--- config.mk ---
export PLATFORM = sky130hd
export DESIGN_NAME = spi_xip_reader
export DESIGN_NICKNAME = d
export VERILOG_FILES = /design/src/rtl/spi_xip_reader.sv
export SDC_FILE = /design/constraint.sdc
export NUM_CORES = 1
export LEC_CHECK = 0
export ABC_AREA = 1
export BUFFER_PORTS_ARGS = -buffer_cell sky130_fd_sc_hd__clkbuf_2
export CORE_MARGIN = 2
export CORE_UTILIZATION = 32
export DETAILED_ROUTE_END_ITERATION = 10
export SETUP_SLACK_MARGIN = 0.2
export SYNTH_ARGS = -nofsm -noshare
export SYNTH_HDL_FRONTEND = slang
export SYNTH_SLANG_ARGS = --single-unit
--- constraint.sdc ---
create_clock -name clk -period 1.5 [get_ports clk]
set_input_delay 0.225 -clock clk [delete_from_list [all_inputs] [get_ports clk]]
set_output_delay 0.225 -clock clk [all_outputs]
set_load 0.01 [all_outputs]
--- src/rtl/spi_xip_reader.sv ---
module spi_xip_reader #(
  parameter int ADDR_BYTES  = 3,
  parameter int DUMMY_BYTES = 1,
  parameter int GAP_CYC     = 2
) (
  input  logic                    clk,
  input  logic                    rst_n,
  input  logic                    gpio_mode,
  input  logic                    man_cs0_n,
  input  logic                    man_sclk,
  input  logic                    man_mosi,
  input  logic                    rd_req,
  input  logic [8*ADDR_BYTES-1:0] rd_addr,
  output logic                    rd_ready,
  output logic                    rd_valid,
  output logic [31:0]             rd_data,
  output logic                    spi_cs0_n,
  output logic                    spi_sclk,
  output logic                    spi_mosi,
  input  logic                    spi_miso
);
  localparam logic [7:0] CMD = 8'h0B;
  localparam int ADDR_W     = 8 * ADDR_BYTES;
  localparam int HDR_W      = 8 + ADDR_W;
  localparam int TOTAL      = HDR_W + 8 * DUMMY_BYTES + 32;
  localparam int DATA_START = TOTAL - 32;
  localparam int CW         = $clog2(TOTAL);
  localparam int GW         = $clog2(GAP_CYC + 1);

  typedef enum logic [1:0] {S_IDLE, S_SHIFT, S_GAP} st_t;

  st_t              st;
  logic [1:0]       ph;
  logic [CW-1:0]    bitcnt;
  logic [GW-1:0]    gap;
  logic [HDR_W-1:0] sh;
  logic [4:0]       didx;

  assign didx = 5'(bitcnt - CW'(DATA_START));

  always_ff @(posedge clk or negedge rst_n) begin
    if (!rst_n) begin
      st       <= S_IDLE;
      ph       <= '0;
      bitcnt   <= '0;
      gap      <= '0;
      sh       <= '0;
      rd_data  <= '0;
      rd_valid <= 1'b0;
    end else begin
      rd_valid <= 1'b0;
      if (gpio_mode) begin
        st <= S_IDLE;
        ph <= '0;
      end else begin
        case (st)
          S_IDLE: if (rd_req) begin
            sh     <= {CMD, rd_addr};
            bitcnt <= '0;
            ph     <= '0;
            st     <= S_SHIFT;
          end
          S_SHIFT: begin
            ph <= ph + 2'd1;
            if (ph == 2'd2 && bitcnt >= CW'(DATA_START))
              rd_data[{didx[4:3], ~didx[2:0]}] <= spi_miso;
            if (ph == 2'd3) begin
              sh <= {sh[HDR_W-2:0], 1'b0};
              if (bitcnt == CW'(TOTAL - 1)) begin
                st       <= S_GAP;
                gap      <= '0;
                rd_valid <= 1'b1;
              end else begin
                bitcnt <= bitcnt + 1'b1;
              end
            end
          end
          S_GAP: begin
            if (gap == GW'(GAP_CYC - 1)) st <= S_IDLE;
            else gap <= gap + 1'b1;
          end
          default: st <= S_IDLE;
        endcase
      end
    end
  end

  wire busy = (st == S_SHIFT);

  assign rd_ready  = !gpio_mode && (st == S_IDLE);
  assign spi_cs0_n = gpio_mode ? man_cs0_n : !busy;
  assign spi_sclk  = gpio_mode ? man_sclk  : (busy && ph[1]);
  assign spi_mosi  = gpio_mode ? man_mosi  : (busy && sh[HDR_W-1]);
endmodule


==> metrics.csv, run 1 <==
stage;metric;value;unit
worst_setup_path;timing.critical_path.buf_inv;4;
logic_synthesis;netlist_instances;490;
status;failing_checks;setup timing;
logic_synthesis;synthAdderAreaFrac;2.28;%
clock_network;clock_tree.buffer_depth;2;
route;detailroute.via_count;3697;
worst_setup_path;timing.critical_path.from_type;flop;
logic_synthesis;synthesis.area_per_instance;7.85;µm²
power;p_leak;2.63;nW
logic_synthesis;synth_edf_count;0;
worst_setup_path;cpMostUsedCell;sky130_fd_sc_hd__nor2_4;
min_path;hold_path_startpoint;rd_addr[0];
logic_synthesis;synth_most_common_cell;sky130_fd_sc_hd__nand2_1;
clock_network;cts_inserted_buffers;9;
place;dpl.hpwl;6.07;mm
logic_synthesis;yosysTopAreaCellShare;50.7;%
grt;globalRouteOverflowTotal;0;
logic_synthesis;synth_compound_gate_area_share;13.4;%
logic_synthesis;synth.area.mux_share;0;%
power;power_density;1320;nW/µm²
layout;finish.net_count;631;
worst_setup_path;maximum_net_fanout_on_the_critical_path;8;
layout;final_design_area_no_fill;5630;µm²
logic_synthesis;post_synth_instance_area;3850;µm²
worst_setup_path;timing.critical_path.required;1710;ps
logic_synthesis;synth-warning-count;0;
route;finalWirelength;10.7;mm
clock_network;clock_latency;340;ps
route;vias_per_cell;4.97;
logic_synthesis;ys_seq_elements;78;
layout;drive_above_1_share;33.2;%
worst_setup_path;critPathCaptureType;flop;
place;gpl.final_weighted_congestion;0.860;
worst_setup_path;cp_slowest_stage_delay;400;ps
logic_synthesis;synth_area_leader_cell;sky130_fd_sc_hd__dfrtp_1;
grt;grt_overall_usage;16.6;%
clock_network;clk_pin_slew_worst_setup_hold_paths;60;ps
min_path;hp-class;in2reg;
grt;first_global_vias;3524;
grt;grt_first_pass_wirelength;17.2;mm
layout;finalCoreUtilization;47.4;%
timing;maxSlewViolCount;0;
layout;antenna_cells_inserted;0;
timing;finalWorstSetupSlack;-77.9;ps
clock_network;cts_root_buf;sky130_fd_sc_hd__clkbuf_16;
worst_setup_path;critical-path-top-delay-family;buffers and inverters;
floorplan;die-height;114;µm
logic_synthesis;seq_area_frac_synth;50.7;%
logic_synthesis;postSynthNetCount;529;
clock_network;clock_sinks;78;
logic_synthesis;most_used_standard_cells_in_the_synthesized_netlist;112 x sky130_fd_sc_hd__nand2_1, 78 x sky130_fd_sc_hd__dfrtp_1, 60 x sky130_fd_sc_hd__o21ai_0;
timing;timing.hold.ws;131;ps
route;drc_errors;0;
worst_setup_path;critical_path.reg2reg.startpoint;st[0]$_DFFE_PN0P_;
logic_synthesis;synth_cell_types;21;
grt;antenna_violations_before_repair;0;
layout;areaGrowthSynthToFinish;46.2;%
status;run_status;finished, violations left;
logic_synthesis;synth-async-reset-ratio;100;%
logic_synthesis;synthXorXnorAreaFrac;0;%
layout;seqCellArea;1950;µm²
clock_network;cts_h_tree_depth;3;
floorplan;placeableCoreArea;11900;µm²
floorplan;initial_core_util;32.4;%
place;dp_slack;72.5;ps
worst_setup_path;critical_path_startpoint;st[0]$_DFFE_PN0P_;
clock_network;tritoncts;yes;
logic_synthesis;main_combinational_cell_family_by_area_after_synthesis;simple AND/OR/NAND/NOR gates;
floorplan;floorplan.die_area;12900;µm²
route;postRouteAntennaNets;0;
power;ir_drop;696;µV
worst_setup_path;r2r_setup_slack;-80;ps
route;drtPass1Iterations;4;
floorplan;ios;69;
logic_synthesis;synth_top_flop_cell;sky130_fd_sc_hd__dfrtp_1;
timing;final.min_clock_period;1580;ps
worst_setup_path;crit_slowest_cell;sky130_fd_sc_hd__dfrtp_1;
timing;timing_worst_slew_pin_value;368;ps
timing;setup_viol;45;
timing;worst_slew_margin_rel;75.4;%
logic_synthesis;synth_simple_gate_area_share;26.0;%
layout;fill_cells;1108;
place;placed_area;4480;µm²
layout;multiInputGateArea;1890;µm²
timing;tns;-1970;ps
route;detailedRoute.firstIterationViolations;189;
place;io_buffers;68;
logic_synthesis;synth_top_cells_by_area;sky130_fd_sc_hd__dfrtp_1 51%, sky130_fd_sc_hd__nand2_1 11%, sky130_fd_sc_hd__o21ai_0 7.8%, sky130_fd_sc_hd__nand3_1 7.5%, sky130_fd_sc_hd__nor2_1 4.6%;
timing;fmax;634;MHz
flow_run;drv.max_cap_violation_count;0;
worst_setup_path;worst_ep_arrival_time;1790;ps
floorplan;row_count;40;
grt;grt_start_max_net_pins;35;
floorplan;die_x;114;µm
timing;min_period_over_period;105;%
timing;rsz0062_at_grt;true;
timing;clock_skew;6.18;ps
timing;finalHoldViolCount;0;
worst_setup_path;critical_path.cell_chain;inv_2 > nor2_4 > nand2_4 > buf_6 > nor2_4 > buf_12 > clkbuf_16 > nand3_2 > nand2_1 > o21ai_1;
worst_setup_path;path_class;reg2reg;
route;drt-wirelength-per-cell;14.4;µm
path summary, 6_finish.rpt:
path | to | cells past startpoint
min | sh[0]$_DFFE_PN0P_ | 3
min reg2reg | rd_data[20]$_DFFE_PN0P_ | 2
max | rd_data[30]$_DFFE_PN0P_ | 10
max in group asynchronous | st[1]$_DFFE_PN0P_ | 3
min in group asynchronous | rd_data[12]$_DFFE_PN0P_ | 2
max reg2reg | rd_data[30]$_DFFE_PN0P_ | 10
per-stage QoR:
stage	total power, W	cells
2_1_floorplan	0.00358	490
3_3_place_gp	0.00398	697
3_5_place_dp	0.00404	697
4_1_cts	0.00738	737
5_1_grt	0.00785	744
6_report	0.00743	744
power breakdown:
group	internal (W)	switching [W]
clock	0.00159	0.000844
combinational	0.00115	0.00120
sequential	0.00249	0.000150
layout by cell type, fill, tap and decap left out, types with 10 or more instances in the layout:
master                      count
sky130_fd_sc_hd__nand3_1       29
sky130_fd_sc_hd__o21ai_1       54
sky130_fd_sc_hd__nand3_2       29
sky130_fd_sc_hd__dfrtp_1       77
sky130_fd_sc_hd__nand2_1       99
sky130_fd_sc_hd__nand2_2       10
sky130_fd_sc_hd__inv_1         44
sky130_fd_sc_hd__clkbuf_16     11
sky130_fd_sc_hd__clkbuf_2      64
sky130_fd_sc_hd__buf_4         18
sky130_fd_sc_hd__o21ai_0       35
sky130_fd_sc_hd__nor2_1        44
sky130_fd_sc_hd__buf_12        11
logic make-up (layout without fill, tap and decap cells):
logic type / Yosys count / after routing
adders and majority gates: 7 / 7
buffers and inverters: 71 / 178
DFF: 78 / 78
AOI/OAI and AO/OA: 102 / 102
and+or+nand+nor: 232 / 232
worst reg2reg max path: stages (launching register included):
cell                        delay (ps)
sky130_fd_sc_hd__dfrtp_1           400
sky130_fd_sc_hd__inv_2              80
sky130_fd_sc_hd__nor2_4            120
sky130_fd_sc_hd__nand2_4            80
sky130_fd_sc_hd__buf_6             130
sky130_fd_sc_hd__nor2_4            120
sky130_fd_sc_hd__buf_12            140
sky130_fd_sc_hd__clkbuf_16         160
sky130_fd_sc_hd__nand3_2            80
sky130_fd_sc_hd__nand2_1            70
sky130_fd_sc_hd__o21ai_1            60
what timing repair did:
| action | 4_1_cts | 5_1_grt |
|---|---|---|
| resized for setup | 67 | 46 |
| cloned | 8 | 3 |
| endpoints found under the hold margin | 24 | 0 |
| buffers inserted | 15 | 4 |
| endpoints found under the setup margin | 78 | 79 |
| hold buffers | 1 | 0 |
| pin swaps | 13 | 12 |
final cells by class:
type	instances	share of cell area (%)
Clock buffer	13	4.80
Clock inverter	3	1.16
Inverter	46	3.11
Multi-Input combinational cell	341	33.5
Sequential cell	78	34.7
Tap cell	147	3.27
Timing Repair Buffer	116	19.4
per-layer routing:
layer | part of all wire [%] | track usage, % | vias up
met5 | 0 | 0 | -
met4 | 0.73 | 3.66 | 0
met3 | 5.8 | 4.84 | 9
met2 | 50 | 28.8 | 115
met1 | 43 | 20.5 | 1775
li1 | - | - | 1798
sequential cells by signal, summed over array words and instances (netlist names):
register and flops:
ph 2, sh 32, bitcnt 7, rd_valid 1
gap 2, rd_data 32, st 2
(Power assumes the default switching activity.)
==> inputs of run 2 (changes only) <==
CORE_UTILIZATION = 50   (was 32)
PLACE_DENSITY = 0.76   (was unset)
==> run 2 against run 1 <==
Critical path type unchanged. First-iteration DRC count fell by 28%. Clock skew is 4.5 ps higher. Clock power fell by 33%. Die area is 35% lower. Hold slack got worse by 43 ps. Core utilization increased by 25 points. The run still ends with setup timing left. Sequential cell count unchanged. Via count is 1.1% higher. Largest power group unchanged. Register-to-register slack barely moved. Combinational power shrank 19%. Power down 17%. Fmax down 0.66%.
==> metrics.csv, run 2 (same netlist as run 1, synthesis figures left out) <==
stage;metric;value;unit
status;run_status;finished, violations left;
status;failing_checks;setup timing;
grt;first_global_vias;3362;
layout;layout.cells.most_common;sky130_fd_sc_hd__nand2_1;
clock_network;clock_sinks;78;
power;p_switching;0.00207;W
floorplan;placeableCoreArea;7370;µm²
min_path;hp-class;in2reg;
timing;rsz0062_at_grt;true;
route;drt-wirelength-per-cell;15.2;µm
timing;worst_slew_margin_rel;72.5;%
clock_network;cts_root_buf;sky130_fd_sc_hd__clkbuf_8;
timing;fmax;630;MHz
timing;tns;-1890;ps
layout;fill_cells;542;
route;postRouteAntennaNets;0;
route;detailroute.via_count;3739;
grt;globalRouteOverflowTotal;0;
power;swShare;33.5;%
worst_setup_path;critPathCaptureType;flop;
layout;finish.net_count;628;
floorplan;initial_core_util;52.2;%
floorplan;ios;69;
layout;largest_registers_in_the_final_layout;rd_data: 32 flops, sh: 32 flops, bitcnt: 7 flops;
layout;highest_count_cells_in_the_layout_ignoring_fill_and_taps;102 x sky130_fd_sc_hd__nand2_1, 78 x sky130_fd_sc_hd__dfrtp_1, 64 x sky130_fd_sc_hd__clkbuf_2, 47 x sky130_fd_sc_hd__o21ai_1, 42 x sky130_fd_sc_hd__inv_1;
grt;grt_first_pass_wirelength;14.8;mm
grt;grt_overall_usage;21.5;%
power;intPower;0.00411;W
timing;maxSlewViolCount;0;
timing;timing_worst_slew_pin_value;412;ps
layout;areaGrowthSynthToFinish;39.0;%
clock_network;clk_pin_slew_worst_setup_hold_paths;80;ps
floorplan;row_count;31;
power;pwr-share-comb;30.8;%
grt;grt_start_max_net_pins;79;
worst_setup_path;worst_ep_arrival_time;1830;ps
timing;clock_skew;10.7;ps
place;gpl.final_weighted_congestion;0.831;
clock_network;cts_h_tree_depth;3;
worst_setup_path;timing.critical_path.from_type;flop;
floorplan;die-height;91.7;µm
timing;min_period_over_period;106;%
worst_setup_path;maximum_net_fanout_on_the_critical_path;8;
timing;timing.hold.ws;88.7;ps
power;p_leak;2.47;nW
floorplan;floorplan.die_area;8420;µm²
route;vias_per_cell;5.40;
route;detailedRoute.firstIterationViolations;136;
timing;setup_viol;37;
clock_network;clock_latency;360;ps
timing;finalWorstSetupSlack;-88.4;ps
grt;antenna_violations_before_repair;0;
power;seq_pwr_share;42.7;%
clock_network;clock_tree.buffer_depth;2;
worst_setup_path;path_class;reg2reg;
flow_run;drv.max_cap_violation_count;0;
timing;final.min_clock_period;1590;ps
clock_network;cts_inserted_buffers;9;
layout;antenna_cells_inserted;0;
place;dpl.hpwl;5.56;mm
route;drc_errors;0;
layout;drive_above_1_share;35.0;%
clock_network;tritoncts;yes;
floorplan;die_x;91.7;µm
timing;finalHoldViolCount;0;
power;ir_drop;849;µV
route;finalWirelength;10.6;mm
place;io_buffers;68;
route;drtPass1Iterations;4;
power;power_frac_clock;26.5;%
worst_setup_path;timing.critical_path.required;1740;ps
power;power_density;1160;nW/µm²
run 2: changes by cell type in the layout (fill, tap and decap cells not counted), moves of 4 or more:
cell / previous run / this run
sky130_fd_sc_hd__nor2_1: 44 / 39
sky130_fd_sc_hd__o21ai_1: 54 / 47
sky130_fd_sc_hd__nor2_2: 1 / 5
sky130_fd_sc_hd__buf_4: 18 / 23
sky130_fd_sc_hd__buf_12: 11 / 6
sky130_fd_sc_hd__buf_16: 8 / 0
sky130_fd_sc_hd__clkbuf_16: 11 / 6
sky130_fd_sc_hd__o21ai_0: 35 / 39
sky130_fd_sc_hd__nand3_1: 29 / 23
sky130_fd_sc_hd__clkbuf_8: 3 / 11
sky130_fd_sc_hd__nand3_4: 1 / 9
run 2: through the flow:
step | area (µm²) | std cells | setup WS, ps | utilization, % | power, W
floorplan | 3860 | 490 | 175 | - | 0.00358
global placement | 4400 | 650 | 117 | 59.7 | 0.00395
detailed placement | 4400 | 650 | 86.1 | 59.7 | 0.00400
CTS | 4860 | 680 | -29.3 | 65.9 | 0.00576
global route | 5350 | 693 | -167 | 72.6 | 0.00654
finish | 5350 | 693 | -88.4 | 72.6 | 0.00618
run 2: critical path: stages, from the launching register on:
cell	delay (ps)
sky130_fd_sc_hd__dfrtp_1	390
sky130_fd_sc_hd__inv_2	70
sky130_fd_sc_hd__nor2_4	140
sky130_fd_sc_hd__nand2_4	80
sky130_fd_sc_hd__buf_6	130
sky130_fd_sc_hd__nor2_4	120
sky130_fd_sc_hd__buf_12	140
sky130_fd_sc_hd__clkbuf_16	160
sky130_fd_sc_hd__nand3_1	100
sky130_fd_sc_hd__nand2_1	70
sky130_fd_sc_hd__o21ai_1	50
run 2: path summary, 6_finish.rpt:
path                                         startpoint                       to  slack [ps]  cells past startpoint
worst min-delay path                         rd_addr[0]        sh[0]$_DFFE_PN0P_          90                      3
worst max-delay path                  st[0]$_DFFE_PN0P_  rd_data[31]$_DFFE_PN0P_         -90                     10
max in group asynchronous                         rst_n        st[1]$_DFFE_PN0P_         760                      3
min in group asynchronous                         rst_n  rd_data[15]$_DFFE_PN0P_         400                      3
worst min register to register  rd_data[10]$_DFFE_PN0P_  rd_data[10]$_DFFE_PN0P_         490                      2
worst max register to register        st[0]$_DFFE_PN0P_  rd_data[31]$_DFFE_PN0P_         -90                     10
run 2: routing by layer:
metal / vias up / share of wire [%] / GRT usage, %
li1: 1790 / - / -
met2: 136 / 52 / 36.6
met5: - / 0 / 0
met4: 0 / 3.8 / 9.83
met3: 41 / 4.6 / 3.45
met1: 1772 / 39 / 26.9
run 2: timing repair:
action,in CTS,in global routing
endpoints found under the hold margin,78,0
gates cloned,0,7
hold buffers,1,0
endpoints found under the setup margin,78,80
pin swaps,7,17
buffers inserted,13,6
gates resized for setup,35,88
run 2: final cells by class:
cell class | count | area [µm²] | share of cell area [%]
clock buffer | 11 | 141 | 2.64
clock inverter | 5 | 58.8 | 1.10
inverter | 46 | 178 | 3.32
multi-input combinational | 341 | 1990 | 37.2
sequential | 78 | 1950 | 36.5
tap | 99 | 124 | 2.32
timing repair buffer | 113 | 907 | 17.0
run 2: power by group through the flow:
stage | clock network (W) | registers (W) | logic [W]
after detailed placement | 0 | 0.00267 | 0.00134
after global placement | 0 | 0.00265 | 0.00130
after CTS | 0.00162 | 0.00262 | 0.00152
after global routing | 0.00174 | 0.00268 | 0.00213
final | 0.00164 | 0.00264 | 0.00190
after floorplan | 0 | 0.00263 | 0.000950
